## src/rtl/popseq_pkg.sv

```systemverilog
// Shared types for the anti-pop power sequencer.
// Assumes: one state register, encoded by the synthesis flow.
package popseq_pkg;
    typedef enum logic [2:0] {
        PS_OFF,    // clamped, level zero, waiting for power-down bit to clear
        PS_FAST,   // short fixed delay, clamp held
        PS_HOLD,   // clamp held for a number of sample strobes
        PS_RISE,   // level climbing one step per strobe
        PS_RUN,    // full level, audio enabled
        PS_FALL    // level descending one step per strobe
    } pseq_state_t;
endpackage

```

## src/rtl/popseq_evcount.sv

```systemverilog
// Event counter: counts qualified events from zero after a clear.
// Assumes: the owner never lets it run past 2**W-1 (limits fit in W bits).
module popseq_evcount #(
    parameter int W = 10
) (
    input  logic         clk,
    input  logic         rst_n,
    input  logic         clr,
    input  logic         inc,
    output logic [W-1:0] count
);
    // Counter register: clear has priority over increment.
    always_ff @(posedge clk) begin
        if (!rst_n || clr)
            count <= '0;
        else if (inc)
            count <= count + W'(1);
    end
endmodule

```

## src/rtl/popseq_ramp.sv

```systemverilog
// Quiescent-level ramp register: saturating up/down by one, jump to full, clear.
// Assumes: at most one of up/dn/fill is asserted per cycle by the sequencer.
module popseq_ramp #(
    parameter int W = 14
) (
    input  logic         clk,
    input  logic         rst_n,
    input  logic         clr,
    input  logic         fill,
    input  logic         up,
    input  logic         dn,
    output logic [W-1:0] level
);
    localparam logic [W-1:0] LVL_TOP = '1;

    // Level register: saturates at zero and at full scale.
    always_ff @(posedge clk) begin
        if (!rst_n || clr)
            level <= '0;
        else if (fill)
            level <= LVL_TOP;
        else if (up && level != LVL_TOP)
            level <= level + W'(1);
        else if (dn && level != '0)
            level <= level - W'(1);
    end
endmodule

```

## src/rtl/popseq_fsm.sv

```systemverilog
// Sequencer state machine: orders clamp hold, ramp and audio release,
// and redirects to the descent whenever the power-down bit is set.
// Assumes: lr_tick is a one-cycle pulse; power-down beats a tick on the same edge.
module popseq_fsm
    import popseq_pkg::*;
#(
    parameter int CNT_W       = 10,
    parameter int RAMP_W      = 14,
    parameter int FAST_CYC    = 100,
    parameter int CLAMP_TICKS = 1000
) (
    input  logic              clk,
    input  logic              rst_n,
    input  logic              pwr_down,
    input  logic              slow_mode,
    input  logic              lr_tick,
    input  logic [CNT_W-1:0]  cnt,
    input  logic [RAMP_W-1:0] level,
    output logic              cnt_clr,
    output logic              cnt_inc,
    output logic              lvl_clr,
    output logic              lvl_fill,
    output logic              lvl_up,
    output logic              lvl_dn,
    output pseq_state_t       state
);
    localparam logic [CNT_W-1:0]  FAST_LAST  = CNT_W'(FAST_CYC - 1);
    localparam logic [CNT_W-1:0]  CLAMP_LAST = CNT_W'(CLAMP_TICKS - 1);
    localparam logic [RAMP_W-1:0] LVL_TOP    = '1;
    localparam logic [RAMP_W-1:0] LVL_PEN    = LVL_TOP - RAMP_W'(1);
    localparam logic [RAMP_W-1:0] LVL_ONE    = RAMP_W'(1);

    pseq_state_t nxt;

    // Next-state and datapath control decode.
    always_comb begin
        nxt      = state;
        cnt_clr  = 1'b0;
        cnt_inc  = 1'b0;
        lvl_clr  = 1'b0;
        lvl_fill = 1'b0;
        lvl_up   = 1'b0;
        lvl_dn   = 1'b0;
        case (state)
            PS_OFF: begin
                cnt_clr = 1'b1;
                lvl_clr = 1'b1;
                if (!pwr_down)
                    nxt = slow_mode ? PS_HOLD : PS_FAST;
            end
            PS_FAST: begin
                if (pwr_down)
                    nxt = PS_OFF;
                else begin
                    cnt_inc = 1'b1;
                    if (cnt == FAST_LAST) begin
                        nxt      = PS_RUN;
                        lvl_fill = 1'b1;
                    end
                end
            end
            PS_HOLD: begin
                if (pwr_down)
                    nxt = PS_OFF;
                else if (lr_tick) begin
                    cnt_inc = 1'b1;
                    if (cnt == CLAMP_LAST)
                        nxt = PS_RISE;
                end
            end
            PS_RISE: begin
                if (pwr_down)
                    nxt = (level == '0) ? PS_OFF : PS_FALL;
                else if (lr_tick) begin
                    lvl_up = 1'b1;
                    if (level == LVL_PEN)
                        nxt = PS_RUN;
                end
            end
            PS_RUN: begin
                if (pwr_down)
                    nxt = PS_FALL;
            end
            PS_FALL: begin
                if (level == '0)
                    nxt = PS_OFF;
                else if (lr_tick) begin
                    lvl_dn = 1'b1;
                    if (level == LVL_ONE)
                        nxt = PS_OFF;
                end
            end
            default: nxt = PS_OFF;
        endcase
    end

    // State register with synchronous active-low reset.
    always_ff @(posedge clk) begin
        if (!rst_n)
            state <= PS_OFF;
        else
            state <= nxt;
    end
endmodule

```

## src/rtl/dac_popsafe_seq.sv

```systemverilog
// Top of the anti-pop power sequencer: state machine, shared event counter
// and level ramp. Outputs are decoded from registered state only.
// Assumes: lr_tick is synchronous to clk and one cycle wide.
module dac_popsafe_seq
    import popseq_pkg::*;
#(
    parameter int CLK_KHZ     = 2000,
    parameter int FAST_US     = 50,
    parameter int CLAMP_TICKS = 1000,
    parameter int RAMP_W      = 14
) (
    input  logic              clk,
    input  logic              rst_n,
    input  logic              pwr_down,
    input  logic              slow_mode,
    input  logic              lr_tick,
    output logic              clamp_en,
    output logic [RAMP_W-1:0] ramp_code,
    output logic              audio_en,
    output logic              ready
);
    localparam int FAST_CYC = (CLK_KHZ * FAST_US) / 1000;
    localparam int CNT_MAX  = (FAST_CYC > CLAMP_TICKS) ? FAST_CYC : CLAMP_TICKS;
    localparam int CNT_W    = $clog2(CNT_MAX + 1);

    pseq_state_t       state;
    logic [CNT_W-1:0]  cnt;
    logic              cnt_clr, cnt_inc;
    logic              lvl_clr, lvl_fill, lvl_up, lvl_dn;

    popseq_fsm #(
        .CNT_W      (CNT_W),
        .RAMP_W     (RAMP_W),
        .FAST_CYC   (FAST_CYC),
        .CLAMP_TICKS(CLAMP_TICKS)
    ) u_fsm (
        .clk      (clk),
        .rst_n    (rst_n),
        .pwr_down (pwr_down),
        .slow_mode(slow_mode),
        .lr_tick  (lr_tick),
        .cnt      (cnt),
        .level    (ramp_code),
        .cnt_clr  (cnt_clr),
        .cnt_inc  (cnt_inc),
        .lvl_clr  (lvl_clr),
        .lvl_fill (lvl_fill),
        .lvl_up   (lvl_up),
        .lvl_dn   (lvl_dn),
        .state    (state)
    );

    popseq_evcount #(.W(CNT_W)) u_cnt (
        .clk  (clk),
        .rst_n(rst_n),
        .clr  (cnt_clr),
        .inc  (cnt_inc),
        .count(cnt)
    );

    popseq_ramp #(.W(RAMP_W)) u_ramp (
        .clk  (clk),
        .rst_n(rst_n),
        .clr  (lvl_clr),
        .fill (lvl_fill),
        .up   (lvl_up),
        .dn   (lvl_dn),
        .level(ramp_code)
    );

    // Output decode from the registered state.
    always_comb begin
        clamp_en = (state == PS_OFF) || (state == PS_FAST) || (state == PS_HOLD);
        audio_en = (state == PS_RUN);
        ready    = (state == PS_OFF) || (state == PS_RUN);
    end
endmodule

```

## config.mk

```make
export PLATFORM = sky130hd
export DESIGN_NAME = dac_popsafe_seq
export DESIGN_NICKNAME = d
export VERILOG_FILES = /design/src/rtl/popseq_pkg.sv /design/src/rtl/popseq_evcount.sv /design/src/rtl/popseq_ramp.sv /design/src/rtl/popseq_fsm.sv /design/src/rtl/dac_popsafe_seq.sv
export SDC_FILE = /design/constraint.sdc
export NUM_CORES = 1
export LEC_CHECK = 0
export ABC_AREA = 1
export BUFFER_PORTS_ARGS = -buffer_cell sky130_fd_sc_hd__buf_4
export CAP_MARGIN = 40
export CORE_MARGIN = 10
export CORE_UTILIZATION = 59
export CTS_CLUSTER_SIZE = 28
export DETAILED_ROUTE_END_ITERATION = 16
export PLACE_DENSITY = 0.8
export RECOVER_POWER = 100
export SLEW_MARGIN = 20
export SYNTH_ARGS = -nofsm -noshare
export SYNTH_HDL_FRONTEND = slang
export SYNTH_SLANG_ARGS = --single-unit
```

## constraint.sdc

```tcl
create_clock -name clk -period 3.9 [get_ports clk]
set_clock_uncertainty 0.15 [all_clocks]
set_input_delay 0.195 -clock clk [delete_from_list [all_inputs] [get_ports clk]]
set_output_delay 0.195 -clock clk [all_outputs]
set_load 0.01 [all_outputs]
```

==> qor.csv, run 1 <==
metric,value,unit
syn avg cell area,6.12,sq um
maximum vdd drop,0.000348,V
share of the synthesized area in the top cell type,22.3,%
drt wl/cell,13.8,um
P_leak,0.00106,uW
Power Total,996,uW
switch share,46.3,%
crit-path most repeated cell,nand2_1,
Antenna Cells,0,
CP cell instances,ha_1 > inv_1 > nor2_1 > nand2_2 > nand2_1 > nand2_4 > inv_8 > nand3_1 > nand2_1 > a21oi_2,
CTS tree,yes,
Setup CP Type,reg -> reg,
part of the power in the clock network,16.4,%
clk slew on worst S/H paths,0.09,ns
# Post-CTS Setup Buffers,0,
Max Clk Rate,363,MHz
GRT Residual Overflow,0,
Syn Nets,409,
TNS Setup,0,ns
# DRC,0,
post-synth top area cell,dfxtp_1,
Min Hold Slack,0.0135,ns
drt pass-1 iters,4,
Yosys reg bits,27,
Tightest Pin Transition,0.971,ns
Final setup viols,0,
max_slew headroom,34.6,%
CTS resizes,0,
Max-Cap Viols,0,
area taken by multi-input logic gates,1560,sq um
fin nets,421,
PwrDens,402,nW/um^2
Die Wd,84.2,um
sequential fraction of design power,34.7,%
GRT Util Overall,17.4,%
RSZ-0062 raised after global routing,false,
CP Max Fanout,27,
critical path startpoint category,flop,
Hold WC Path Type,in -> reg,
synth warn,0,
# IOs,22,
Longest Clk Path Bufs,2,
Tmin final,2.75,ns
initial antenna violation count,0,
Slew Limit Fails,0,
Mapped Cells,397,
root buffer cell,clkbuf_8,
H-tree depth,1,
Die Area,7080,sq um
vias in the first global route,2380,
critical path arrival,2.75,ns
CTS sink cnt,27,
CP required,3.90,ns
CTS buffer count,3,
Placeable Area,4000,sq um
hpwl dp,4790,um
largest net degree at the start of global routing,28,
post-route ant nets,0,
Setup crit end kind,flop,
Starting Density,60.7,%
die height,84.2,um
internal cell power,535,uW
Final Hold Violating Endpoints,0,
Worst-Skew Late Latency,0.27,ns
Net Sw Power,461,uW
share of layout cells above drive strength 1,8.09,%
Logic pwr share,48.9,%
IO Port Bufs,21,
WL final,6340,um
"most common cell after layout, fill and taps aside",nand2_1,
CP max-delay cell,dfxtp_1,
post-synthesis sequential area ratio,22.3,%
Final period util,70.6,%
number of distinct library cells after synthesis,30,
first-pass GRT wire length,10800,um
"Cell Area, Synth",2430,sq um
Fillers,422,
Area Overhead vs Synth,1.91,%
hold buffers post-CTS,0,
synth top area cells,"dfxtp_1 (22%), nand2_1 (17%), nand3_1 (9.1%), nor2_1 (7.4%), inv_1 (5.9%)",
FP Rows,23,
DRT iter0 DRCs,221,
DR vias,2561,
status,finished clean,
FF+latch area,541,sq um
mean number of vias per cell,5.59,
gpl congestion,0.979,
most frequent cells in the layout,"nand2_1 (111), nor2_1 (52), nand3_1 (45), inv_1 (39), dfxtp_1 (27)",
Worst path max stage delay,0.52,ns
==> worst paths after layout <==
check | from | endpoint | slack (ns) | cells past startpoint
worst max register to register | u_ramp.level[0] | u_ramp.level[3] | 1.15 | 10
worst max-delay path | u_ramp.level[0] | u_ramp.level[3] | 1.15 | 10
worst min register to register | u_cnt.count[8] | u_cnt.count[8] | 0.36 | 2
worst min-delay path | rst_n | u_fsm.state[1] | 0.01 | 3
==> power groups by stage <==
stage / clock (uW) / sequential [uW] / combinational [uW]
6_report: 163 / 345 / 487
5_1_grt: 179 / 349 / 562
3_5_place_dp: 0 / 351 / 522
2_1_floorplan: 0 / 338 / 412
3_3_place_gp: 0 / 350 / 515
4_1_cts: 167 / 345 / 525
==> per-stage QoR <==
step	setup slack, ns	instances	util (%)	area [sq um]
2_1_floorplan	1.93	397	-	2430
3_3_place_gp	1.75	454	63.4	2540
3_5_place_dp	1.61	454	63.4	2540
4_1_cts	1.61	458	64.6	2580
5_1_grt	0.943	458	61.9	2470
6_report	1.15	458	61.9	2470
==> cells in the mapped netlist (all sizes together) <==
cell type  number
a21oi          26
nor3            8
xor2           11
ha              7
nand3b          1
o21ai           9
nor2           56
o21bai          1
o22ai           1
nand3          50
nand4          21
dfxtp          27
nand2         121
inv            43
buf            13
clkbuf          1
xnor2           1
==> critical path, delay by kind of cell (launching register included) <==
kind,cells,cell delay (ns)
simple gates,6,1.35
flops,1,0.52
fa+ha+maj,1,0.29
buf+inv,2,0.25
compound gates,1,0.06
==> metal layers <==
metal,wire length [um],part of all wire [%],track usage (%)
met4,243,3.8,7.46
met3,387,6.1,3.19
met2,3060,48,30.2
met1,2650,42,20.5
met5,0,0,0
==> cell type report <==
cell class,instances,share of cell area (%)
multi-input combinational,313,63.0
sequential,27,21.8
inverter,43,6.83
clock buffer,3,1.67
timing repair buffer,21,3.79
clock inverter,1,0.303
tap,50,2.53
==> sequential cells by signal, summed over array words and instances, names as in the netlist <==
| signal | cells |
|---|---|
| u_ramp.level | 14 |
| u_cnt.count | 10 |
| u_fsm.state | 3 |
==> cell families (layout without fill, tap and decap cells) <==
logic type      Yosys count  in the layout  synth area share (%)
compound gates           37             37                  8.86
xor+xnor                 12             12                  4.33
fa+ha+maj                 7              7                  3.61
buf+inv                  57             68                  11.6
flops                    27             27                  22.3
simple gates            257            257                  49.4
(Power assumes the default switching activity.)
==> inputs of run 2 (changes only) <==
--- a/config.mk
+++ b/config.mk
@@ -5,11 +5,11 @@
 export SDC_FILE = /design/constraint.sdc
 export NUM_CORES = 1
 export LEC_CHECK = 0
-export ABC_AREA = 1
+export ABC_AREA = 0
 export BUFFER_PORTS_ARGS = -buffer_cell sky130_fd_sc_hd__buf_4
 export CAP_MARGIN = 40
 export CORE_MARGIN = 10
-export CORE_UTILIZATION = 59
+export CORE_UTILIZATION = 57
 export CTS_CLUSTER_SIZE = 28
 export DETAILED_ROUTE_END_ITERATION = 16
 export PLACE_DENSITY = 0.8
==> constraint.sdc (replaced) <==
create_clock -name clk -period 2.66 [get_ports clk]
set_clock_uncertainty 0.15 [all_clocks]
set_input_delay 0.133 -clock clk [delete_from_list [all_inputs] [get_ports clk]]
set_output_delay 0.133 -clock clk [all_outputs]
set_load 0.01 [all_outputs]
==> run 2 against run 1 <==
Effect of this change: synthesized cell count decreased by 44%; largest cell class unchanged; sequential share of layout area is 5.4 points higher; critical endpoint is now u_ramp.level[12]; highest routed layer unchanged; design area fell by 20%; first-iteration DRC count decreased by 15%.
==> qor.csv, run 2 <==
metric,value,unit,change
status,finished clean,,
M1 WL,1980,um,-25%
Tmin final,2.44,ns,-0.320 ns
root buffer cell,clkbuf_4,,
ys async rst share,0,%,unchanged
Yosys reg bits,27,,unchanged
DRT iter0 DRCs,188,,-15%
metal2 WL,1920,um,-37%
max_slew headroom,61.6,%,+27 points
CP max-delay cell,or4_1,,
max FFs per register,14,,unchanged
worst r2r path cells,7,,-3
Slew Limit Fails,0,,unchanged
post-route ant nets,0,,unchanged
most frequent cells in the layout,"dfxtp_1 (27), nor2_1 (25), clkbuf_1 (18), a21oi_1 (17), xor2_1 (14)",,
GRT Residual Overflow,0,,unchanged
GRT Util Overall,16.2,%,-1.2 points
Highest Signal Layer,met4,,
Die Wd,75.9,um,-9.8%
IO Port Bufs,21,,unchanged
hpwl dp,3140,um,-34%
placed instance area,2000,sq um,-21%
Longest Clk Path Bufs,2,,unchanged
Starting Density,58.8,%,-2.0 points
FP Rows,20,,-13%
Area Overhead vs Synth,11.5,%,
die height,75.9,um,-9.8%
mean number of vias per cell,5.99,,+7.1%
worst hold endpoint,u_fsm.state[1],,
Placeable Area,3030,sq um,-24%
P_leak,0.000689,uW,-35%
Final Hold Violating Endpoints,0,,unchanged
number of distinct library cells after synthesis,49,,+63%
CP cell instances,ha_1 > nand3_1 > or4_1 > a2111oi_2 > o22ai_1 > xor2_1 > a21oi_1,,
H-tree depth,1,,unchanged
CTS tree,yes,,
# IOs,22,,unchanged
CP Max Fanout,8,,-70%
Antenna Cells,0,,unchanged
critical path startpoint category,flop,,
CTS sink cnt,27,,unchanged
CTS buffer count,3,,unchanged
DR WL met3,269,um,-30%
cell area after layout,1980,sq um,-20%
Reg-to-Reg End,u_ramp.level[12],,
Max Clk Rate,411,MHz,+13%
Power Total,990,uW,-0.55%
Worst-Skew Late Latency,0.34,ns,+0.07 ns
RSZ-0062 raised after global routing,false,,
"most common cell after layout, fill and taps aside",dfxtp_1,,
RR Startpoint,u_ramp.level[1],,
# DRC,0,,unchanged
WL final,4250,um,-33%
CP required,2.79,ns,-1.11 ns
Post-synth EDFFs,0,,unchanged
Max-Cap Viols,0,,unchanged
PwrDens,499,nW/um^2,+24%
critical path arrival,2.57,ns,-0.18 ns
hold path start,slow_mode,,
Hold WC Path Type,in -> reg,,
reg2reg setup slack,0.22,ns,-0.92 ns
clk slew on worst S/H paths,0.15,ns,+0.06 ns
drt wl/cell,14.7,um,+6.2%
Final setup viols,0,,unchanged
share of the synthesized area in the top cell type,30.4,%,+8.1 points
Final period util,91.5,%,+21 points
top_reg_cell synth,dfxtp_1,,
post-synthesis sequential area ratio,30.4,%,+8.1 points
vias in the first global route,1636,,-31%
synth warn,0,,unchanged
maximum vdd drop,0.000258,V,-26%
syn avg cell area,8.05,sq um,+32%
post-synth top area cell,dfxtp_1,,
first-pass GRT wire length,7470,um,-31%
initial antenna violation count,0,,unchanged
largest net degree at the start of global routing,25,,-11%
synth cell count leaders,"dfxtp_1 (27), nor2_1 (26), a21oi_1 (17)",,
hold path cells,4,,+1
DR vias,1731,,-32%
Mapped Cells,221,,-44%
"Cell Area, Synth",1780,sq um,-27%
Setup CP Type,reg -> reg,,
share of layout cells above drive strength 1,9.80,%,+1.7 points
synth top area cells,"dfxtp_1 (30%), xor2_1 (6.9%), nor2_1 (5.5%), ha_1 (4.9%), a21oi_1 (4.8%)",,
Tightest Pin Transition,0.575,ns,-0.396 ns
drt pass-1 iters,5,,+1
# Post-CTS Setup Buffers,0,,unchanged
Setup crit end kind,flop,,
final core utilization,65.5,%,+3.7 points
TNS Setup,0,ns,unchanged
Biggest register,u_ramp.level,,
fin nets,258,,-39%
Min Hold Slack,0.0559,ns,+0.0424 ns
gpl congestion,0.880,,-10%
Die Area,5760,sq um,-19%
Syn Nets,233,,-43%
Worst path max stage delay,0.50,ns,-0.02 ns
largest registers,"u_ramp.level x14, u_cnt.count x10, u_fsm.state x3",,
most frequent cell after synthesis,dfxtp_1,,
run 2: changes by cell type after synthesis, moves of 5 or more:
cell      before  now
xnor2_1        1    6
a31oi_1        0    5
nand3_1       44   11
clkbuf_1       1    7
nand2_2        9    0
inv_1         38   10
a21oi_1       22   17
nand2_1      111   12
nor2_2         6    0
nor2_1        48   26
nor4_1         0    5
nand4_1       21   10
run 2: metrics by stage:
stage | instances | setup slack, ns
floorplan | 221 | 0.373
global placement | 283 | 0.241
detailed placement | 283 | 0.149
CTS | 289 | 0.111
global route | 289 | 0.0114
finish | 289 | 0.225
run 2: cells by family after synthesis:
family | share of synthesized area (%)
buf+inv | 3.87
xor+xnor | 9.85
mux | 0.563
simple gates | 30.7
compound gates | 19.7
fa+ha+maj | 4.92
flops | 30.4
run 2: power by group:
group | internal [uW] | switching (uW) | leakage (uW)
logic | 133 | 222 | 0.000456
clock network | 59.0 | 126 | 0.0000150
registers | 425 | 25.7 | 0.000218
run 2: timing repair:
item | 4_1_cts | 5_1_grt
gates resized for setup | 0 | 1
setup endpoints to repair | 0 | 4
endpoints found under the hold margin | 3 | 0
hold buffers | 2 | 0
run 2: worst max path at each step:
stage	start	end	slack, ns	cells after the start
4_1_cts	u_ramp.level[0]	u_ramp.level[6]	0.11	8
6_report	u_ramp.level[1]	u_ramp.level[12]	0.22	7
3_5_place_dp	u_ramp.level[0]	u_ramp.level[6]	0.15	8
2_1_floorplan	u_ramp.level[0]	u_ramp.level[6]	0.37	8
5_1_grt	u_ramp.level[2]	u_ramp.level[13]	0.01	6
3_3_place_gp	u_ramp.level[0]	u_ramp.level[6]	0.24	8
run 2: worst max-delay path: cells and delay by family (launching register included):
| family | cells | cell delay [ns] |
|---|---|---|
| compound gates | 3 | 0.64 |
| fa+ha+maj | 1 | 0.23 |
| simple gates | 2 | 0.72 |
| xor+xnor | 1 | 0.16 |
| flops | 1 | 0.49 |
run 2: layout make-up:
cell class,instances,area (sq um)
flip-flops and latches,27,541
fillers,281,1040
repair buffers,28,151
well taps,44,55.1
clock buffers,4,26.3
multi-input cells,176,1170
inverters,10,37.5
run 2: per-layer routing:
layer / vias to the layer above / track usage, %
met1: 805 / 21.7
met2: 48 / 25.2
met3: 8 / 2.73
met4: 0 / 6.39
met5: - / 0
li1: 870 / -
